**src/rtl/mdio_pkg.sv**
```systemverilog
`timescale 1ns/1ps
package mdio_pkg;
    localparam int PHY_W  = 5;
    localparam int REG_W  = 5;
    localparam int DATA_W = 16;
    localparam int HDR_W  = 2 + 2 + PHY_W + REG_W;
    localparam int TX_W   = HDR_W + 2 + DATA_W;

    typedef enum logic [3:0] {
        ST_IDLE,
        ST_PREAMBLE,
        ST_START,
        ST_OPCODE,
        ST_PHYADR,
        ST_REGADR,
        ST_WR_TA,
        ST_WR_DATA,
        ST_WR_TAIL,
        ST_RD_TA,
        ST_RD_DATA,
        ST_RD_TAIL,
        ST_RECOVER
    } mdio_state_e;
endpackage

```
**src/rtl/mdio_mdc_gen.sv**
```systemverilog
`timescale 1ns/1ps
module mdio_mdc_gen #(
    parameter int HALF_DIV = 20
) (
    input  logic clk,
    input  logic rst_n,
    input  logic run,
    output logic mdc,
    output logic slot_end
);
    localparam int CNT_W = $clog2(HALF_DIV + 1);
    localparam logic [CNT_W-1:0] LAST = CNT_W'(HALF_DIV - 1);

    logic [CNT_W-1:0] cnt_q;
    logic             ph_q;

    always_ff @(posedge clk or negedge rst_n) begin
        if (!rst_n) begin
            cnt_q <= '0;
            ph_q  <= 1'b0;
        end else if (!run) begin
            cnt_q <= '0;
            ph_q  <= 1'b0;
        end else if (cnt_q == LAST) begin
            cnt_q <= '0;
            ph_q  <= ~ph_q;
        end else begin
            cnt_q <= cnt_q + 1'b1;
        end
    end

    assign mdc      = ph_q;
    assign slot_end = run && ph_q && (cnt_q == LAST);
endmodule

```
**src/rtl/mdio_in_sync.sv**
```systemverilog
`timescale 1ns/1ps
module mdio_in_sync #(
    parameter int STAGES = 2
) (
    input  logic clk,
    input  logic rst_n,
    input  logic din,
    output logic dout
);
    logic [STAGES-1:0] chain_q;

    generate
        for (genvar g = 0; g < STAGES; g++) begin : g_stage
            if (g == 0) begin : g_first
                always_ff @(posedge clk or negedge rst_n) begin
                    if (!rst_n) chain_q[g] <= 1'b1;
                    else        chain_q[g] <= din;
                end
            end else begin : g_next
                always_ff @(posedge clk or negedge rst_n) begin
                    if (!rst_n) chain_q[g] <= 1'b1;
                    else        chain_q[g] <= chain_q[g-1];
                end
            end
        end
    endgenerate

    assign dout = chain_q[STAGES-1];
endmodule

```
**src/rtl/mdio_frame_seq.sv**
```systemverilog
`timescale 1ns/1ps
module mdio_frame_seq
    import mdio_pkg::*;
#(
    parameter int PRE_LEN   = 32,
    parameter int RECOV_LEN = 32
) (
    input  logic              clk,
    input  logic              rst_n,
    input  logic              req_valid,
    input  logic              req_read,
    input  logic [PHY_W-1:0]  req_phy,
    input  logic [REG_W-1:0]  req_reg,
    input  logic [DATA_W-1:0] req_wdata,
    input  logic              slot_end,
    input  logic              line_in,
    output logic              busy,
    output logic              done,
    output logic              err,
    output logic [DATA_W-1:0] rdata,
    output logic              line_o,
    output logic              line_oe
);
    localparam int MAXLEN0 = (PRE_LEN > RECOV_LEN) ? PRE_LEN : RECOV_LEN;
    localparam int MAXLEN  = (MAXLEN0 > DATA_W) ? MAXLEN0 : DATA_W;
    localparam int SLOT_W  = $clog2(MAXLEN + 1);

    mdio_state_e       state_q, state_d;
    logic [SLOT_W-1:0] cnt_q, cnt_d;
    logic [TX_W-1:0]   tx_q;
    logic [DATA_W-1:0] rx_q;
    logic [DATA_W-1:0] rdata_q;
    logic              rd_q;
    logic              done_q;
    logic              err_q;
    logic              accept;
    logic              last_slot;
    logic              shift_tx;

    function automatic logic [SLOT_W-1:0] slots_of(input mdio_state_e s);
        unique case (s)
            ST_PREAMBLE: slots_of = SLOT_W'(PRE_LEN - 1);
            ST_START:    slots_of = SLOT_W'(1);
            ST_OPCODE:   slots_of = SLOT_W'(1);
            ST_PHYADR:   slots_of = SLOT_W'(PHY_W - 1);
            ST_REGADR:   slots_of = SLOT_W'(REG_W - 1);
            ST_WR_TA:    slots_of = SLOT_W'(1);
            ST_WR_DATA:  slots_of = SLOT_W'(DATA_W - 1);
            ST_WR_TAIL:  slots_of = SLOT_W'(0);
            ST_RD_TA:    slots_of = SLOT_W'(0);
            ST_RD_DATA:  slots_of = SLOT_W'(DATA_W - 1);
            ST_RD_TAIL:  slots_of = SLOT_W'(1);
            ST_RECOVER:  slots_of = SLOT_W'(RECOV_LEN - 1);
            default:     slots_of = SLOT_W'(0);
        endcase
    endfunction

    function automatic mdio_state_e next_of(input mdio_state_e s,
                                            input logic rd,
                                            input logic ta_high);
        unique case (s)
            ST_PREAMBLE: next_of = ST_START;
            ST_START:    next_of = ST_OPCODE;
            ST_OPCODE:   next_of = ST_PHYADR;
            ST_PHYADR:   next_of = ST_REGADR;
            ST_REGADR:   next_of = rd ? ST_RD_TA : ST_WR_TA;
            ST_WR_TA:    next_of = ST_WR_DATA;
            ST_WR_DATA:  next_of = ST_WR_TAIL;
            ST_RD_TA:    next_of = ta_high ? ST_RECOVER : ST_RD_DATA;
            ST_RD_DATA:  next_of = ST_RD_TAIL;
            default:     next_of = ST_IDLE;
        endcase
    endfunction

    assign accept    = req_valid && (state_q == ST_IDLE);
    assign last_slot = slot_end && (cnt_q == '0);
    assign shift_tx  = slot_end && (state_q inside {ST_START, ST_OPCODE, ST_PHYADR,
                                                    ST_REGADR, ST_WR_TA, ST_WR_DATA});

    // next state and slot counter
    always_comb begin
        state_d = state_q;
        cnt_d   = cnt_q;
        if (state_q == ST_IDLE) begin
            if (accept) begin
                state_d = ST_PREAMBLE;
                cnt_d   = slots_of(ST_PREAMBLE);
            end
        end else if (slot_end) begin
            if (cnt_q == '0) begin
                state_d = next_of(state_q, rd_q, line_in);
                cnt_d   = slots_of(state_d);
            end else begin
                cnt_d = cnt_q - 1'b1;
            end
        end
    end

    // state register
    always_ff @(posedge clk or negedge rst_n) begin
        if (!rst_n) begin
            state_q <= ST_IDLE;
            cnt_q   <= '0;
        end else begin
            state_q <= state_d;
            cnt_q   <= cnt_d;
        end
    end

    // frame datapath: shift registers and completion flags
    always_ff @(posedge clk or negedge rst_n) begin
        if (!rst_n) begin
            tx_q    <= '0;
            rx_q    <= '0;
            rdata_q <= '0;
            rd_q    <= 1'b0;
            done_q  <= 1'b0;
            err_q   <= 1'b0;
        end else begin
            done_q <= 1'b0;
            if (accept) begin
                rd_q  <= req_read;
                err_q <= 1'b0;
                tx_q  <= {2'b01, (req_read ? 2'b10 : 2'b01), req_phy, req_reg,
                          2'b10, req_wdata};
            end else if (shift_tx) begin
                tx_q <= {tx_q[TX_W-2:0], 1'b0};
            end
            if (slot_end && state_q == ST_RD_DATA) begin
                rx_q <= {rx_q[DATA_W-2:0], line_in};
            end
            if (last_slot) begin
                unique case (state_q)
                    ST_RD_TAIL: begin
                        done_q  <= 1'b1;
                        rdata_q <= rx_q;
                    end
                    ST_WR_TAIL: begin
                        done_q <= 1'b1;
                    end
                    ST_RECOVER: begin
                        done_q  <= 1'b1;
                        err_q   <= 1'b1;
                        rdata_q <= '0;
                    end
                    default: ;
                endcase
            end
        end
    end

    // pin outputs decoded from state
    always_comb begin
        line_o  = 1'b0;
        line_oe = 1'b0;
        unique case (state_q)
            ST_PREAMBLE: begin
                line_oe = 1'b1;
                line_o  = 1'b1;
            end
            ST_START, ST_OPCODE, ST_PHYADR, ST_REGADR, ST_WR_TA, ST_WR_DATA: begin
                line_oe = 1'b1;
                line_o  = tx_q[TX_W-1];
            end
            ST_IDLE, ST_WR_TAIL, ST_RD_TA, ST_RD_DATA, ST_RD_TAIL, ST_RECOVER: begin
                line_oe = 1'b0;
                line_o  = 1'b0;
            end
            default: begin
                line_oe = 1'b0;
                line_o  = 1'b0;
            end
        endcase
    end

    assign busy  = (state_q != ST_IDLE);
    assign done  = done_q;
    assign err   = err_q;
    assign rdata = rdata_q;
endmodule

```
**src/rtl/mdio_master.sv**
```systemverilog
`timescale 1ns/1ps
module mdio_master
    import mdio_pkg::*;
#(
    parameter int HALF_DIV    = 20,
    parameter int SYNC_STAGES = 2,
    parameter int PRE_LEN     = 32,
    parameter int RECOV_LEN   = 32
) (
    input  logic              clk,
    input  logic              rst_n,
    input  logic              req_valid,
    input  logic              req_read,
    input  logic [PHY_W-1:0]  req_phy,
    input  logic [REG_W-1:0]  req_reg,
    input  logic [DATA_W-1:0] req_wdata,
    output logic              busy,
    output logic              done,
    output logic              err,
    output logic [DATA_W-1:0] rdata,
    output logic              mdc,
    output logic              mdio_o,
    output logic              mdio_oe,
    input  logic              mdio_i
);
    logic slot_end;
    logic mdio_s;
    logic busy_w;

    mdio_mdc_gen #(.HALF_DIV(HALF_DIV)) u_mdc_gen (
        .clk      (clk),
        .rst_n    (rst_n),
        .run      (busy_w),
        .mdc      (mdc),
        .slot_end (slot_end)
    );

    mdio_in_sync #(.STAGES(SYNC_STAGES)) u_in_sync (
        .clk   (clk),
        .rst_n (rst_n),
        .din   (mdio_i),
        .dout  (mdio_s)
    );

    mdio_frame_seq #(.PRE_LEN(PRE_LEN), .RECOV_LEN(RECOV_LEN)) u_seq (
        .clk       (clk),
        .rst_n     (rst_n),
        .req_valid (req_valid),
        .req_read  (req_read),
        .req_phy   (req_phy),
        .req_reg   (req_reg),
        .req_wdata (req_wdata),
        .slot_end  (slot_end),
        .line_in   (mdio_s),
        .busy      (busy_w),
        .done      (done),
        .err       (err),
        .rdata     (rdata),
        .line_o    (mdio_o),
        .line_oe   (mdio_oe)
    );

    assign busy = busy_w;
endmodule

```
**config.mk**
```make
export PLATFORM = sky130hd
export DESIGN_NAME = mdio_master
export DESIGN_NICKNAME = d
export VERILOG_FILES = /design/src/rtl/mdio_pkg.sv /design/src/rtl/mdio_mdc_gen.sv /design/src/rtl/mdio_in_sync.sv /design/src/rtl/mdio_frame_seq.sv /design/src/rtl/mdio_master.sv
export SDC_FILE = /design/constraint.sdc
export NUM_CORES = 1
export LEC_CHECK = 0
export CAP_MARGIN = 20
export CORE_UTILIZATION = 45
export CTS_CLUSTER_SIZE = 24
export DETAILED_ROUTE_END_ITERATION = 6
export DONT_BUFFER_PORTS = 1
export SETUP_SLACK_MARGIN = 0.15
export SYNTH_ARGS = -nofsm -noshare
export SYNTH_HDL_FRONTEND = slang
export SYNTH_SLANG_ARGS = --single-unit
```
**constraint.sdc**
```tcl
create_clock -name clk -period 3 [get_ports clk]
set_input_delay 0.3 -clock clk [delete_from_list [all_inputs] [get_ports clk]]
set_output_delay 0.3 -clock clk [all_outputs]
set_load 0.005 [all_outputs]
```
==> metrics.md, run 1 <==
| Metric | Value |
|---|---|
| Outcome | `finished with violations` |
| Violated checks | `design-rule violations` |
| Cell Area, Synth | `0.00412 mm^2` |
| Part of the total power dissipated in combinational logic | `15.6%` |
| Final standard cell area without fillers | `0.00444 mm^2` |
| Total GRT Usage | `18.8%` |
| DRT Pass-1 Iters | `6` |
| Filler cells | `802` |
| Type of the most critical hold path | `in -> reg` |
| Routed Antenna Nets | `0` |
| Cells on worst reg2reg path | `6` |
| Last weighted congestion value of the routability-driven placer | `0.835` |
| Setup violations, final | `0` |
| Aggregate routed wire length | `8290 um` |
| Count of buffers added by post-CTS timing repair for setup | `0` |
| Tightest slew margin relative to the limit | `42.4%` |
| TritonCTS clock tree | `built` |
| Number of buffers inserted during clock tree synthesis | `9` |
| Number of placed I/O pins | `53` |
| Number of sinks handled by clock tree synthesis | `85` |
| Ant diodes | `0` |
| Htree depth | `3` |
| Clock-pin slew of the registers on the worst-case setup and hold paths | `0.10 ns` |
| Unrepaired setup endpoints after global routing | `false` |
| Signal arrival time at the worst endpoint | `2.64 ns` |
| Post-synth top area share | `50.4%` |
| Hold wc startpoint | `req_phy[4]` |
| Worst VDD drop | `330 uV` |
| Path type of the worst setup path | `reg -> reg` |
| Die span in y | `97.7 um` |
| Dpl cell area | `0.00418 mm^2` |
| Root Buffer | `clkbuf_8` |
| Area Overhead vs Synth | `7.80%` |
| Number of port buffers | `0` |
| Overall power of the completed layout | `2.87 mW` |
| Number of flip-flops and latches in the synthesized netlist | `85` |
| Initial core utilization | `46.8%` |
| Largest net degree at the start of global routing | `86` |
| Dominant cell type by area after synthesis | `dfrtp_1` |
| Kind of end point of the critical path | `flop` |
| Fraction of final layout cells sized beyond drive strength 1 | `21.2%` |
| Most used DFF post-synth | `dfrtp_1` |
| Highest net fanout along the worst path | `16` |
| Max-cap violation count | `0` |
| Reported net switching power | `805 uW` |
| Category of the worst setup path launch point | `flop` |
| Power share of the clock group | `31.4%` |
| Capture point of the worst reg-to-reg path | `u_seq.rdata[9]` |
| Switching part of the total | `28.1%` |
| Final count of hold timing violations | `0` |
| Clock latency of the later-clocked register in the worst-skew pair | `0.35 ns` |
| Minimum clock period after layout | `2.40 ns` |
| Hold Crit Endpoint | `u_seq.tx_q[27]` |
| Net count after synthesis | `400` |
| Count of vias placed by the detailed router | `2788` |
| GR Overflow Total | `0` |
| Initial DRC Count | `132` |
| Number of flops mapped to enable cells by yosys | `0` |
| Die Width | `97.7 um` |
| Most common cell in the netlist | `dfrtp_1` |
| Max Buffers Root-to-Sink | `2` |
| Int Power | `2.06 mW` |
| Worst Path Required | `3.24 ns` |
| Vias in the first global route | `2834` |
| Fmax | `416 MHz` |
| Final clock skew | `0.0124 ns` |
| Tcrit/Tclk final | `80.1%` |
| Wire length of the first global-routing pass | `14200 um` |
| Number of antenna violations at the first check in global routing | `0` |
| Worst hold path stage count | `2` |
| Area of the die | `0.00955 mm^2` |
| Number of vias per cell after detailed routing | `5.86` |
| Core Rows | `34` |
| Leakage | `1.95 nW` |
| Leading post-synthesis cells by cell area | `dfrtp_1 50%, mux2i_1 7.3%, mux2_2 5.5%` |
| Worst Max-Slew Pin Slew | `0.864 ns` |
| Cell variety after synth | `59` |
| Synth top cells by count | `83 x dfrtp_1, 30 x mux2i_1, 29 x nand3_1` |
| Proportion of synthesized chip area in sequential cells | `51.7%` |
| Synth Instances | `366` |
| Final number of max-transition violations | `0` |
| Total power divided by cell area | `646 mW/mm^2` |
| Detailed placer's ending HPWL | `5250 um` |
| Routed length per placed instance | `17.4 um` |
| Number of instances resized during post-cts repair | `0` |
| Average cell area after synthesis | `11.3 um^2` |
| Power share of the sequential group | `53.0%` |
| Post-synth ARST share | `100%` |
| Worst flop-to-flop path startpoint | `u_seq.cnt_q[0]` |
| Total Negative Setup Slacks | `0 ns` |
| Finished Core Util | `50.5%` |
| Drt drc | `6` |
| Core area | `0.00881 mm^2` |
| Reg-to-reg setup timing slack | `0.60 ns` |
| Number of nets at the end of the flow | `397` |
| YS warnings | `0` |
==> registers in the layout, summed over array words and instances (netlist names) <==
| signal | cells |
|---|---|
| u_in_sync.chain_q | 1 |
| u_in_sync.dout | 1 |
| u_mdc_gen.cnt_q | 5 |
| u_mdc_gen.mdc | 1 |
| u_seq.cnt_q | 6 |
| u_seq.done | 1 |
| u_seq.err | 1 |
| u_seq.rd_q | 1 |
| u_seq.rdata | 16 |
| u_seq.rx_q | 16 |
| u_seq.state_q | 4 |
| u_seq.tx_q | 32 |
==> cell type report <==
cell class / count / area [um^2] / share of cell area [%]
clock buffers: 11 / 131 / 2.96
clock inverters: 5 / 83.8 / 1.89
inverters: 10 / 37.5 / 0.845
multi-input cells: 241 / 1780 / 40.1
flip-flops and latches: 85 / 2130 / 47.9
well taps: 108 / 135 / 3.04
repair buffers: 16 / 145 / 3.27
==> what timing repair did <==
action	in CTS	in global routing
hold buffers	3	0
endpoints found under the hold margin	86	0
endpoints found under the setup margin	0	0
==> per-stage QoR <==
step / std cells / hold WS [ns] / setup slack, ns
floorplan: 366 / 0.00441 / 0.818
CTS: 476 / 0.0615 / 0.607
detailed placement: 457 / 0.00740 / 0.628
global route: 476 / 0.0790 / 0.415
global placement: 457 / 0.00780 / 0.684
finish: 476 / 0.0757 / 0.598
==> cells in the final DEF, fill, tap and decap left out, drive strengths merged, types with 2 or more instances in the layout <==
master and n:
mux2i 30, nor3 3, dfrtp 83, inv 10, o21a 2, o22a 2, nor2 14, nand3b 2
mux2 20, a31oi 4, or4 2, nor2b 3, o21ai 35, nand3 30, a21oi 4, dfstp 2
xnor2 2, a211oi 2, and2 3, nand2 18, o22ai 3, o31ai 2, a2111oi 5, nand2b 7
a31o 2, clkinvlp 2, buf 14, nand4 3, bufinv 2, dlygate4sd3 2, nor4 5, nor3b 2
clkbuf 11, ha 3, a22o 19
==> per-layer routing <==
layer  global-route usage [%]  vias to the layer above  part of all wire, %
met3                     6.19                        9                  5.4
met1                     26.4                     1392                   48
met4                     6.18                        0                  1.2
met2                     27.4                       54                   45
li1                         -                     1333                    -
met5                        0                        -                    0
==> how the worst max path moves through the flow <==
stage | from | to | slack, ns | cells past startpoint
CTS | u_seq.cnt_q[0] | u_seq.rdata[9] | 0.61 | 6
global route | u_seq.cnt_q[0] | u_seq.rdata[9] | 0.41 | 6
detailed placement | u_seq.cnt_q[0] | u_seq.rdata[8] | 0.63 | 6
finish | u_seq.cnt_q[0] | u_seq.rdata[9] | 0.60 | 6
global placement | u_seq.cnt_q[0] | u_seq.rdata[11] | 0.68 | 6
floorplan | u_seq.cnt_q[0] | u_seq.rdata[10] | 0.82 | 8
==> power by group through the flow <==
stage	Clock (mW)	Sequential, mW	Combinational [mW]
2_1_floorplan	0	1.49	0.369
3_3_place_gp	0	1.53	0.406
3_5_place_dp	0	1.54	0.427
4_1_cts	0.924	1.52	0.457
5_1_grt	0.967	1.55	0.533
6_report	0.902	1.52	0.447
==> cells by family (layout without fill, tap and decap cells) <==
kind of cell             Yosys count  in the layout  synth area share [%]
AND/OR/NAND/NOR                   99             99                  14.2
multiplexers                      50             50                  12.8
AO/OA/AOI/OAI                     87             87                  14.9
buffers and inverters             40             42                  5.16
adder cells (fa/ha/maj)            3              3                 0.911
XOR/XNOR                           2              2                 0.425
flip-flops                        85             85                  51.7
==> worst max-delay path: stages, from the launching register on <==
cell and delay, ns:
dfrtp_1 0.41, inv_1 0.10, ha_1 0.16, or4b_1 0.63, nor4_4 0.27, nand3_2 0.36, a22o_2 0.34
Power figures use the tool's default switching activity.
==> run 2, diff against run 1 <==
ABC_AREA = 1   (was not set)
clock period = 2.4 ns   (was 3 ns; I/O delays follow)
==> run 2 against run 1 <==
Net effect:
- the flow now finishes without violations
- non-clock buffer count shrank 8
- maximum frequency is 32% higher
- sequential power is 3% lower
- sequential cell count unchanged
- clock skew is 0.0024 ns lower
- register-to-register slack worse by 0.02 ns
- synthesized cell count is 15% higher
- highest routed layer unchanged
==> metrics.md, run 2 <==
| Metric | Value |
|---|---|
| Wire length of the first global-routing pass | `12400 um (was 14200 um)` |
| Capture point of the worst reg-to-reg path | `u_seq.cnt_q[2] (was u_seq.rdata[9])` |
| Number of vias per cell after detailed routing | `5.07 (was 5.86)` |
| Core Rows | `33 (was 34)` |
| Initial DRC Count | `174 (was 132)` |
| Synth Instances | `420 (was 366)` |
| Aggregate routed wire length | `7310 um (was 8290 um)` |
| Area Overhead vs Synth | `8.23% (was 7.80%)` |
| Total power divided by cell area | `609 mW/mm^2 (was 646 mW/mm^2)` |
| Count of vias placed by the detailed router | `2705 (was 2788)` |
| Drt drc | `0 (was 6)` |
| Type of the most critical hold path | `in -> reg (unchanged)` |
| Synth top cells by count | `114 x nand2_1, 83 x dfrtp_1, 44 x o21ai_1 (was 83 x dfrtp_1, 30 x mux2i_1, 29 x nand3_1)` |
| TritonCTS clock tree | `built (unchanged)` |
| Most frequent cells in the layout | `114 x nand2_1, 83 x dfrtp_1, 44 x o21ai_1 (was 83 x dfrtp_1, 30 x mux2i_1, 29 x nand3_1)` |
| Net count after synthesis | `454 (was 400)` |
| Ant diodes | `0 (unchanged)` |
| Switching part of the total | `25.8% (was 28.1%)` |
| Most common cell after layout, fill and taps aside | `nand2_1 (was dfrtp_1)` |
| Proportion of synthesized chip area in sequential cells | `54.7% (was 51.7%)` |
| Unrepaired setup endpoints after global routing | `false (unchanged)` |
| Routed length per placed instance | `13.7 um (was 17.4 um)` |
| Fraction of final layout cells sized beyond drive strength 1 | `11.2% (was 21.2%)` |
| Worst Path Required | `2.68 ns (was 3.24 ns)` |
| GR Overflow Total | `0 (unchanged)` |
| Most used DFF post-synth | `dfrtp_1 (unchanged)` |
| Clock-pin slew of the registers on the worst-case setup and hold paths | `0.09 ns (was 0.10 ns)` |
| Dominant cell type by area after synthesis | `dfrtp_1 (unchanged)` |
| Post-synth ARST share | `100% (unchanged)` |
| Minimum clock period after layout | `1.82 ns (was 2.40 ns)` |
| Reported net switching power | `661 uW (was 805 uW)` |
| Filler cells | `790 (was 802)` |
| Total Negative Setup Slacks | `0 ns (unchanged)` |
| Reg-to-reg setup timing slack | `0.58 ns (was 0.60 ns)` |
| Highest net fanout along the worst path | `19 (was 16)` |
| Number of placed I/O pins | `53 (unchanged)` |
| Max-cap violation count | `0 (unchanged)` |
| Number of flops mapped to enable cells by yosys | `0 (unchanged)` |
| Power share of the clock group | `38.4% (was 31.4%)` |
| Clock latency of the later-clocked register in the worst-skew pair | `0.36 ns (was 0.35 ns)` |
| Tightest slew margin relative to the limit | `55.4% (was 42.4%)` |
| Max Buffers Root-to-Sink | `2 (unchanged)` |
| Number of flip-flops under the largest register name | `32 (unchanged)` |
| Critical Path Source | `u_seq.state_q[3] (was u_seq.cnt_q[0])` |
| Int Power | `1.90 mW (was 2.06 mW)` |
| Count of buffers added by post-CTS timing repair for setup | `0 (unchanged)` |
| Post-synth top area share | `53.4% (was 50.4%)` |
| Final clock skew | `0.0100 ns (was 0.0124 ns)` |
| Initial core utilization | `46.9% (was 46.8%)` |
| Cell variety after synth | `32 (was 59)` |
| Final count of hold timing violations | `0 (unchanged)` |
| Worst hold path stage count | `2 (unchanged)` |
| Die Width | `95.0 um (was 97.7 um)` |
| Outcome | `completed (was finished with violations)` |
| Worst Max-Slew Pin Slew | `0.669 ns (was 0.864 ns)` |
| Power share of the sequential group | `57.8% (was 53.0%)` |
| DRT Pass-1 Iters | `4 (was 6)` |
| Leading post-synthesis cells by cell area | `dfrtp_1 53%, nand2_1 11%, mux2i_1 5.9% (was dfrtp_1 50%, mux2i_1 7.3%, mux2_2 5.5%)` |
| Fmax | `549 MHz (was 416 MHz)` |
| Average cell area after synthesis | `9.26 um^2 (was 11.3 um^2)` |
| Number of flip-flops and latches in the synthesized netlist | `85 (unchanged)` |
| Largest net degree at the start of global routing | `86 (unchanged)` |
| Routed Antenna Nets | `0 (unchanged)` |
| Vias in the first global route | `2615 (was 2834)` |
| Die span in y | `95.0 um (was 97.7 um)` |
| Part of the total power dissipated in combinational logic | `3.8% (was 15.6%)` |
| WHS | `0.0218 ns (was 0.0757 ns)` |
| Root Buffer | `clkbuf_8 (unchanged)` |
| Final number of max-transition violations | `0 (unchanged)` |
| Number of antenna violations at the first check in global routing | `0 (unchanged)` |
| Number of buffers inserted during clock tree synthesis | `9 (unchanged)` |
| Hold wc startpoint | `req_phy[4] (unchanged)` |
| Most flop-heavy register | `u_seq.tx_q (unchanged)` |
| Worst flop-to-flop path startpoint | `u_seq.state_q[3] (was u_seq.cnt_q[0])` |
| Most common cell in the netlist | `nand2_1 (was dfrtp_1)` |
| Signal arrival time at the worst endpoint | `2.10 ns (was 2.64 ns)` |
| Kind of end point of the critical path | `flop (unchanged)` |
| Worst VDD drop | `255 uV (was 330 uV)` |
| Number of port buffers | `0 (unchanged)` |
| Number of nets at the end of the flow | `458 (was 397)` |
| Core area | `0.00830 mm^2 (was 0.00881 mm^2)` |
| Setup violations, final | `0 (unchanged)` |
| Last weighted congestion value of the routability-driven placer | `0.872 (was 0.835)` |
| Total GRT Usage | `18.2% (was 18.8%)` |
| Hold Crit Endpoint | `u_seq.tx_q[27] (unchanged)` |
| Detailed placer's ending HPWL | `4920 um (was 5250 um)` |
| Htree depth | `3 (unchanged)` |
| Leakage | `1.92 nW (was 1.95 nW)` |
| YS warnings | `0 (unchanged)` |
| Category of the worst setup path launch point | `flop (unchanged)` |
| Number of sinks handled by clock tree synthesis | `85 (unchanged)` |
| Area of the die | `0.00902 mm^2 (was 0.00955 mm^2)` |
| Path type of the worst setup path | `reg -> reg (unchanged)` |
| Tcrit/Tclk final | `75.9% (was 80.1%)` |
| Cells on worst reg2reg path | `7 (was 6)` |
| Cell Area, Synth | `0.00389 mm^2 (was 0.00412 mm^2)` |
[run 2: per-layer routing]
metal / vias up / track usage (%) / share of wire [%]
met5: - / 0 / 0
met2: 55 / 27.8 / 45
met3: 12 / 5.72 / 6.2
met4: 0 / 8.21 / 2.1
met1: 1266 / 23.6 / 47
li1: 1372 / - / -
[run 2: cell families after synthesis]
family | share of synthesized area (%)
xor gates and xnor gates | 1.35
DFF | 54.7
adders and majority gates | 0.965
muxes | 5.92
buffers and inverters | 6.49
and+or+nand+nor | 19.1
AOI/OAI and AO/OA | 11.4
[run 2: how the worst max path moves through the flow]
| stage | endpoint | slack, ns | cells past startpoint |
|---|---|---|---|
| after floorplan | u_seq.tx_q[15] | 0.81 | 10 |
| after global placement | u_seq.cnt_q[2] | 0.54 | 7 |
| after detailed placement | u_seq.cnt_q[2] | 0.56 | 7 |
| after CTS | u_seq.cnt_q[2] | 0.55 | 7 |
| after global routing | u_seq.cnt_q[0] | 0.39 | 7 |
| final | u_seq.cnt_q[2] | 0.58 | 7 |
[run 2: final cells by class]
| type | count | area, um^2 | share of cell area (%) |
|---|---|---|---|
| inverters | 40 | 150 | 3.57 |
| repair buffers | 8 | 100 | 2.38 |
| well taps | 105 | 131 | 3.12 |
| clock buffers | 9 | 124 | 2.94 |
| multi-input cells | 280 | 1510 | 35.8 |
| flip-flops and latches | 85 | 2130 | 50.6 |
| clock inverters | 7 | 67.6 | 1.60 |
[run 2: repair_timing]
action / in CTS / in global routing
setup endpoints to repair: 0 / 0
hold buffers: 4 / 0
resized for setup: 0 / 0
hold endpoints to repair: 87 / 0
[run 2: power by group through the flow]
stage	clock network, mW	logic [mW]	registers [mW]
after floorplan	0	0.0539	1.51
after global placement	0	0.0599	1.51
after detailed placement	0	0.0615	1.51
after CTS	1.02	0.101	1.48
after global routing	1.07	0.116	1.49
final	0.984	0.0974	1.48
[run 2: stage by stage]
| stage | cell area, um^2 | setup slack [ns] | utilization, % | instances | total power [mW] |
|---|---|---|---|---|---|
| after floorplan | 3890 | 0.807 | - | 420 | 1.56 |
| after global routing | 4210 | 0.386 | 50.7 | 534 | 2.67 |
| final | 4210 | 0.578 | 50.7 | 534 | 2.56 |
| after global placement | 3960 | 0.536 | 47.7 | 514 | 1.57 |
| after CTS | 4210 | 0.549 | 50.7 | 534 | 2.60 |
| after detailed placement | 3960 | 0.563 | 47.7 | 514 | 1.57 |
[run 2: worst max-delay path, cell delays in order (launching register included)]
cell     delay [ns]
dfrtp_1        0.48
nor2_2         0.22
nand2_4        0.14
nor2_8         0.33
inv_2          0.16
nand2_1        0.21
nor2_1         0.06
a31oi_1        0.13
